$ cat src/rtl/mc_store.sv
module mc_store #(
  parameter int NUM_GCLK = 4
) (
  input  logic                              clk,
  input  logic                              rst_n,
  input  logic [NUM_GCLK-1:0]               gclk,
  input  logic                              pt_clk,
  input  logic [$clog2(NUM_GCLK+1)-1:0]     clk_sel,
  input  logic                              clk_inv,
  input  logic [1:0]                        mode,
  input  logic                              sop_in,
  input  logic                              pin_in,
  input  logic                              in_reg,
  input  logic                              set_pt,
  input  logic                              set_inv,
  input  logic                              rst_pt,
  input  logic                              rst_inv,
  output logic                              mc_out,
  output logic                              fb_out
);

  localparam int SEL_W = $clog2(NUM_GCLK + 1);
  localparam int IDX_W = (NUM_GCLK > 1) ? $clog2(NUM_GCLK) : 1;
  localparam logic [SEL_W-1:0] PT_CODE = SEL_W'(NUM_GCLK);

  localparam logic [1:0] M_PASS = 2'd0;
  localparam logic [1:0] M_DFF  = 2'd1;
  localparam logic [1:0] M_TFF  = 2'd2;
  localparam logic [1:0] M_LAT  = 2'd3;

  logic sel_src, sel_lvl, lvl_q, edge_hit;
  logic d_src, set_act, rst_act, q;

  always_comb begin
    sel_src = 1'b0;
    if (clk_sel < PT_CODE)
      sel_src = gclk[clk_sel[IDX_W-1:0]];
    else if (clk_sel == PT_CODE)
      sel_src = pt_clk;
  end

  assign sel_lvl  = sel_src ^ clk_inv;
  assign edge_hit = sel_lvl & ~lvl_q;
  assign d_src    = in_reg ? pin_in : sop_in;
  assign set_act  = set_pt ^ set_inv;
  assign rst_act  = rst_pt ^ rst_inv;

  always_ff @(posedge clk or negedge rst_n) begin
    if (!rst_n) lvl_q <= 1'b0;
    else        lvl_q <= sel_lvl;
  end

  always_ff @(posedge clk or negedge rst_n) begin
    if (!rst_n)       q <= 1'b0;
    else if (rst_act) q <= 1'b0;
    else if (set_act) q <= 1'b1;
    else begin
      case (mode)
        M_PASS: q <= d_src;
        M_DFF:  if (edge_hit) q <= d_src;
        M_TFF:  if (edge_hit && d_src) q <= ~q;
        default: if (sel_lvl) q <= d_src;
      endcase
    end
  end

  always_comb begin
    if (rst_act)                          mc_out = 1'b0;
    else if (set_act)                     mc_out = 1'b1;
    else if (mode == M_PASS)              mc_out = d_src;
    else if (mode == M_LAT && sel_lvl)    mc_out = d_src;
    else                                  mc_out = q;
  end

  assign fb_out = q;

  assert_reset_wins_R6: assert property (@(posedge clk) disable iff (!rst_n)
    (rst_pt ^ rst_inv) |=> !fb_out);

  assert_set_forces_R5: assert property (@(posedge clk) disable iff (!rst_n)
    ((set_pt ^ set_inv) && !(rst_pt ^ rst_inv)) |=> fb_out);

  assert_dff_hold_R2: assert property (@(posedge clk) disable iff (!rst_n)
    (mode == M_DFF && !edge_hit && !set_act && !rst_act) |=> $stable(fb_out));

  assert_tff_flip_R3: assert property (@(posedge clk) disable iff (!rst_n)
    (mode == M_TFF && edge_hit && d_src && !set_act && !rst_act)
      |=> fb_out != $past(fb_out));

  assert_latch_hold_R4: assert property (@(posedge clk) disable iff (!rst_n)
    (mode == M_LAT && !sel_lvl && !set_act && !rst_act) |=> $stable(fb_out));

  assert_pin_capture_R9: assert property (@(posedge clk) disable iff (!rst_n)
    (mode == M_DFF && edge_hit && in_reg && !set_act && !rst_act)
      |=> fb_out == $past(pin_in));

endmodule

$ cat config.mk
export PLATFORM = sky130hd
export DESIGN_NAME = mc_store
export DESIGN_NICKNAME = d
export VERILOG_FILES = /design/src/rtl/mc_store.sv
export SDC_FILE = /design/constraint.sdc
export NUM_CORES = 1
export LEC_CHECK = 0
export ABC_AREA = 0
export ABC_CLOCK_PERIOD_IN_PS = 2000
export BUFFER_PORTS_ARGS = -buffer_cell sky130_fd_sc_hd__buf_2
export CORE_AREA = 5 5 42 44
export DETAILED_ROUTE_END_ITERATION = 6
export DIE_AREA = 0 0 47 49
export PLACE_DENSITY = 0.61
export RECOVER_POWER = 25
export SETUP_SLACK_MARGIN = 0.02
export SLEW_MARGIN = 5
export SYNTH_ARGS = -nofsm -noshare
export SYNTH_HDL_FRONTEND = slang
export SYNTH_SLANG_ARGS = --single-unit
$ cat constraint.sdc
create_clock -name clk -period 2 [get_ports clk]
set_input_delay 0.4 -clock clk [delete_from_list [all_inputs] [get_ports clk]]
set_output_delay 0.4 -clock clk [all_outputs]
set_load 0.05 [all_outputs]
==> results of run 1 <==
metrics by stage:
stage / instances / util [%]
6_report: 95 / 46.88
5_1_grt: 95 / 46.88
4_1_cts: 95 / 45.89
3_5_place_dp: 91 / 42.41
3_3_place_gp: 91 / 42.41
2_1_floorplan: 42 / -
flip-flops by register name, indices dropped and copies added, names as in the netlist:
register  flops
fb_out        1
lvl_q         1
synth_stat cells:
library cell,number,area share (%)
dfrtp_1,2,14
o21a_1,2,4.2
mux2_2,3,9.5
or4b_1,1,2.8
inv_1,4,4.2
nand2_1,2,2.1
a21oi_1,2,2.8
o2111a_1,1,3.2
o311a_1,1,2.8
mux2i_1,2,5.6
ha_1,4,14
o21ai_0,2,2.8
a311oi_1,1,2.5
nor3_1,3,4.2
nor2_1,1,1.1
and3_1,1,1.8
nand3b_1,3,6.3
xnor2_1,2,4.9
o2111ai_1,1,2.5
and3b_2,1,2.8
a31oi_1,2,3.5
xor2_1,1,2.5
worst max-delay path, stage by stage:
cell and delay (ps):
buf_2 110, mux2i_1 130, o21a_1 200, or4b_4 490, and3_4 190, a311oi_4 200
buf_6 190
routing by layer:
| metal | GRT usage (%) | part of all wire (%) | vias to the layer above |
|---|---|---|---|
| met4 | 5.530 | 0 | 0 |
| met2 | 16.97 | 56 | 12 |
| met5 | 0 | 0 | - |
| li1 | - | - | 236 |
| met3 | 2.214 | 7.0 | 0 |
| met1 | 9.628 | 37 | 209 |
where the power goes:
group / total (uW) / internal [uW] / leakage [uW] / switching [uW]
combinational: 159 / 78.5 / 0.000284 / 81.0
sequential: 51.2 / 47.2 / 0.0000239 / 3.93
clock: 89.6 / 66.2 / 0.0000138 / 23.4
total: 300 / 192 / 0.000321 / 108
path summary, 6_finish.rpt:
| path | startpoint | to | slack, ps | cells after the start |
|---|---|---|---|---|
| worst min register to register | fb_out | fb_out | 550 | 1 |
| worst max register to register | lvl_q | fb_out | 690 | 5 |
| worst min-delay path | rst_n | fb_out | 490 | 2 |
| worst max-delay path | clk_sel[2] | mc_out | -320 | 7 |
| min in group clk | fb_out | fb_out | 550 | 1 |
| max in group asynchronous | rst_n | lvl_q | 1380 | 2 |
area by class of cell:
cell class	count	area, sq um
Clock buffer	3	22.52
Fill cell	149	744.5
Inverter	4	15.01
Multi-Input combinational cell	36	339.1
Sequential cell	2	50.05
Tap cell	16	20.02
Timing Repair Buffer	34	210.2
logic make-up after synthesis:
family	Yosys count	share of synthesized area, %
mux	5	15.09
flops	2	14.04
simple gates	12	21.05
xor+xnor	3	7.370
buf+inv	4	4.209
compound gates	12	24.21
fa+ha+maj	4	14.04
repair_timing:
action                                 in CTS  in global routing
pin swaps                                   0                  0
hold buffers                                1                  0
endpoints found under the hold margin       2                  0
setup endpoints to repair                   1                  1
resized for setup                           4                  2
==> reports/results.ini, run 1 <==
[outcome]
status=complete, but fails checks
violations=negative setup slack

[route]
finalWirelength_um=1066
ant_nets=0
routedWlPerCell_um=11.22
num_vias=457
drcViolationCount=0
drtPass1Iterations=4
via_per_inst=4.811
drtIter0Drc=7

[floorplanning]
die_x_um=47
initial_core_util_pct=25.45
ios=22
rows=14
fp.dieH_um=49
die-area_sq_um=2303
core_sq_um=1401

[setup_path]
cp_data_required_time_ps=1600
path_class=in2out
crit_path_start_kind=input pin
critPathArrivalTime_ps=1920
crit_path_end_kind=primary output
crit_fanout=3

[finish]
layout_commonest_cell=buf_2
fin_nets=105
finalInstanceArea_sq_um=656.9
drive_above_1_share_pct=55.70
areaGrowthSynthToFinish_pct=84.21
layout_common_cells=buf_2, buf_4, inv_1, ha_1
diodes=0

[cts]
cts_root_buf=clkbuf_4
numCtsBuffers=3
postCtsSetupBuffers=0
clk_pin_slew_worst_paths_ps=30
clk_latency_ps=220
clockBufferDepth=2
cts_sinks=2
cts_max_level=1
cts_tree=yes

[synth]
syn_avg_cell_area_sq_um=8.490
ys_warn_count=0
syn_inst=42
syn_nets=66
ys_seq_area_share_pct=14.04
synthesis.area_sq_um=356.6
yosysUniqueCellTypes=22
ys_ff_latch=2

[pwr]
p_leak_uw=0.0003214
power_uw=300.3
power_density_nw_per_um2=457.1
peakVddDrop_mv=0.2525

[sta]
fin_tns_setup_ps=-318.4
hold_viol_final=0
finalClockSkew_ps=2.820
worst_slack_ps=-318.4
layout_min_cycle_time_ps=2318
rsz0062_at_grt=yes
slew_violations=0
relSlewSlack_pct=73.99
hold_ws_ps=493.4
setup_viol=1
fin_crit_sh_pct=115.9
tightest_slew_ps=388.8
fmax_mhz=431.3

[global_route]
grt_pass1_wl_um=1628
antenna_found_initial=0
grt_pass1_vias=432
grt-ovfl-total=0
track_usage_pct=9.634
grt_max_degree=6

[placed_design]
place_ws_ps=-428.5
place_congestion=0.7651
postPlaceCellArea_sq_um=594.3
io_buffers=21
dp_hpwl_um=889.1

[hold_path]
hp-class=in2async

[flow_run]
max_cap_violations=0

(Power assumes the default switching activity.)
==> run 2, diff against run 1 <==
- GPL_ROUTABILITY_DRIVEN: not set -> 0
- RECOVER_POWER: 25 -> not set
==> reports/results.ini, run 2 (synthesized netlist as in run 1, its figures left out) <==
[placed_design]
io_buffers=21
postPlaceCellArea_sq_um=594.3
dp_hpwl_um=889.1

[setup_path]
path_class=in2out
cp_data_required_time_ps=1600
crit_path_start_kind=input pin
crit_fanout=3
crit_path_end_kind=primary output
critPathArrivalTime_ps=1920

[finish]
drive_above_1_share_pct=56.96
multi_input_area_sq_um=339.1
diodes=0
finalInstanceArea_sq_um=658.1
fin_nets=105
layout_commonest_cell=buf_2
fillers=148
areaGrowthSynthToFinish_pct=84.56
layout_common_cells=buf_2, buf_4, inv_1, ha_1
seq_area_sq_um=50.05

[cts]
cts_sinks=2
cts_root_buf=clkbuf_4
clk_latency_ps=220
numCtsBuffers=3
postCtsSetupBuffers=0
cts_tree=yes
cts_max_level=1
clockBufferDepth=2
clk_pin_slew_worst_paths_ps=30

[floorplanning]
initial_core_util_pct=25.45
fp.dieH_um=49
die-area_sq_um=2303
core_sq_um=1401
rows=14
ios=22
die_x_um=47

[pwr]
p_sw_share_pct=36.03
pwr-share-seq_pct=17.0
p_leak_uw=0.0003241
p_int_uw=192.2
comb_power_share_pct=53.1
power_density_nw_per_um2=456.6
power.switching_uw=108.3
clockPowerShare_pct=29.8
peakVddDrop_mv=0.2597

[route]
finalWirelength_um=1068
drtPass1Iterations=4
num_vias=457
via_per_inst=4.811
drtIter0Drc=7
routedWlPerCell_um=11.24
drcViolationCount=0
ant_nets=0

[sta]
finalClockSkew_ps=2.820
hold_ws_ps=493.8
setup_viol=1
fmax_mhz=431.3
worst_slack_ps=-318.4
rsz0062_at_grt=yes
hold_viol_final=0
layout_min_cycle_time_ps=2318
slew_violations=0
relSlewSlack_pct=73.99
fin_crit_sh_pct=115.9
tightest_slew_ps=388.8
fin_tns_setup_ps=-318.4

[global_route]
track_usage_pct=9.634
grt_pass1_vias=432
antenna_found_initial=0
grt-ovfl-total=0
grt_pass1_wl_um=1628
grt_max_degree=6

[hold_path]
hp-class=in2async

[outcome]
violations=negative setup slack
status=complete, but fails checks

[flow_run]
max_cap_violations=0

==> run 2: critical path, stage by stage <==
cell	delay, ps
buf_2	110
mux2i_1	130
o21a_1	200
or4b_4	490
and3_4	190
a311oi_4	200
buf_6	190
==> run 2: path summary, 6_finish.rpt <==
| path | startpoint | end | slack [ps] | cells past startpoint |
|---|---|---|---|---|
| worst min register to register | fb_out | fb_out | 550 | 1 |
| min in group clk | fb_out | fb_out | 550 | 1 |
| worst min-delay path | rst_n | fb_out | 490 | 2 |
| max in group asynchronous | rst_n | lvl_q | 1410 | 2 |
| worst max-delay path | clk_sel[2] | mc_out | -320 | 7 |
| worst max register to register | lvl_q | fb_out | 690 | 5 |
==> run 2: through the flow <==
| stage | power (uW) | setup slack (ps) | std cells | utilization (%) |
|---|---|---|---|---|
| 2_1_floorplan | 138.4 | -302.2 | 42 | - |
| 3_3_place_gp | 198.2 | -415.4 | 91 | 42.41 |
| 3_5_place_dp | 200.3 | -428.5 | 91 | 42.41 |
| 4_1_cts | 302.2 | -317.9 | 95 | 45.89 |
| 5_1_grt | 328.0 | -383.9 | 95 | 46.96 |
| 6_report | 300.5 | -318.4 | 95 | 46.96 |
==> run 2: power groups by stage <==
| stage | Combinational [uW] | Sequential, uW | Clock [uW] |
|---|---|---|---|
| 3_3_place_gp | 147 | 51.4 | 0 |
| 6_report | 160 | 51.2 | 89.6 |
| 5_1_grt | 172 | 52.2 | 103 |
| 2_1_floorplan | 74.7 | 63.8 | 0 |
| 3_5_place_dp | 149 | 51.7 | 0 |
| 4_1_cts | 157 | 51.3 | 93.9 |
==> run 2: what timing repair did <==
| action | in CTS | in global routing |
|---|---|---|
| gates resized for setup | 4 | 2 |
| hold buffers | 1 | 0 |
| cloned | 0 | 0 |
| endpoints found under the hold margin | 2 | 0 |
| setup endpoints to repair | 1 | 1 |
==> run 2: final cells by class <==
| type | count | share of cell area [%] |
|---|---|---|
| inverter | 4 | 2.281 |
| clock buffer | 3 | 3.422 |
| tap | 16 | 3.042 |
| sequential | 2 | 7.605 |
| timing repair buffer | 34 | 32.13 |
| multi-input combinational | 36 | 51.52 |
==> run 2: metal layers <==
metal | part of all wire, % | vias to the layer above | track usage, %
met4 | 0 | 0 | 5.530
met5 | 0 | - | 0
met1 | 37 | 209 | 9.628
met2 | 56 | 12 | 16.97
met3 | 7.0 | 0 | 2.214
li1 | - | 236 | -
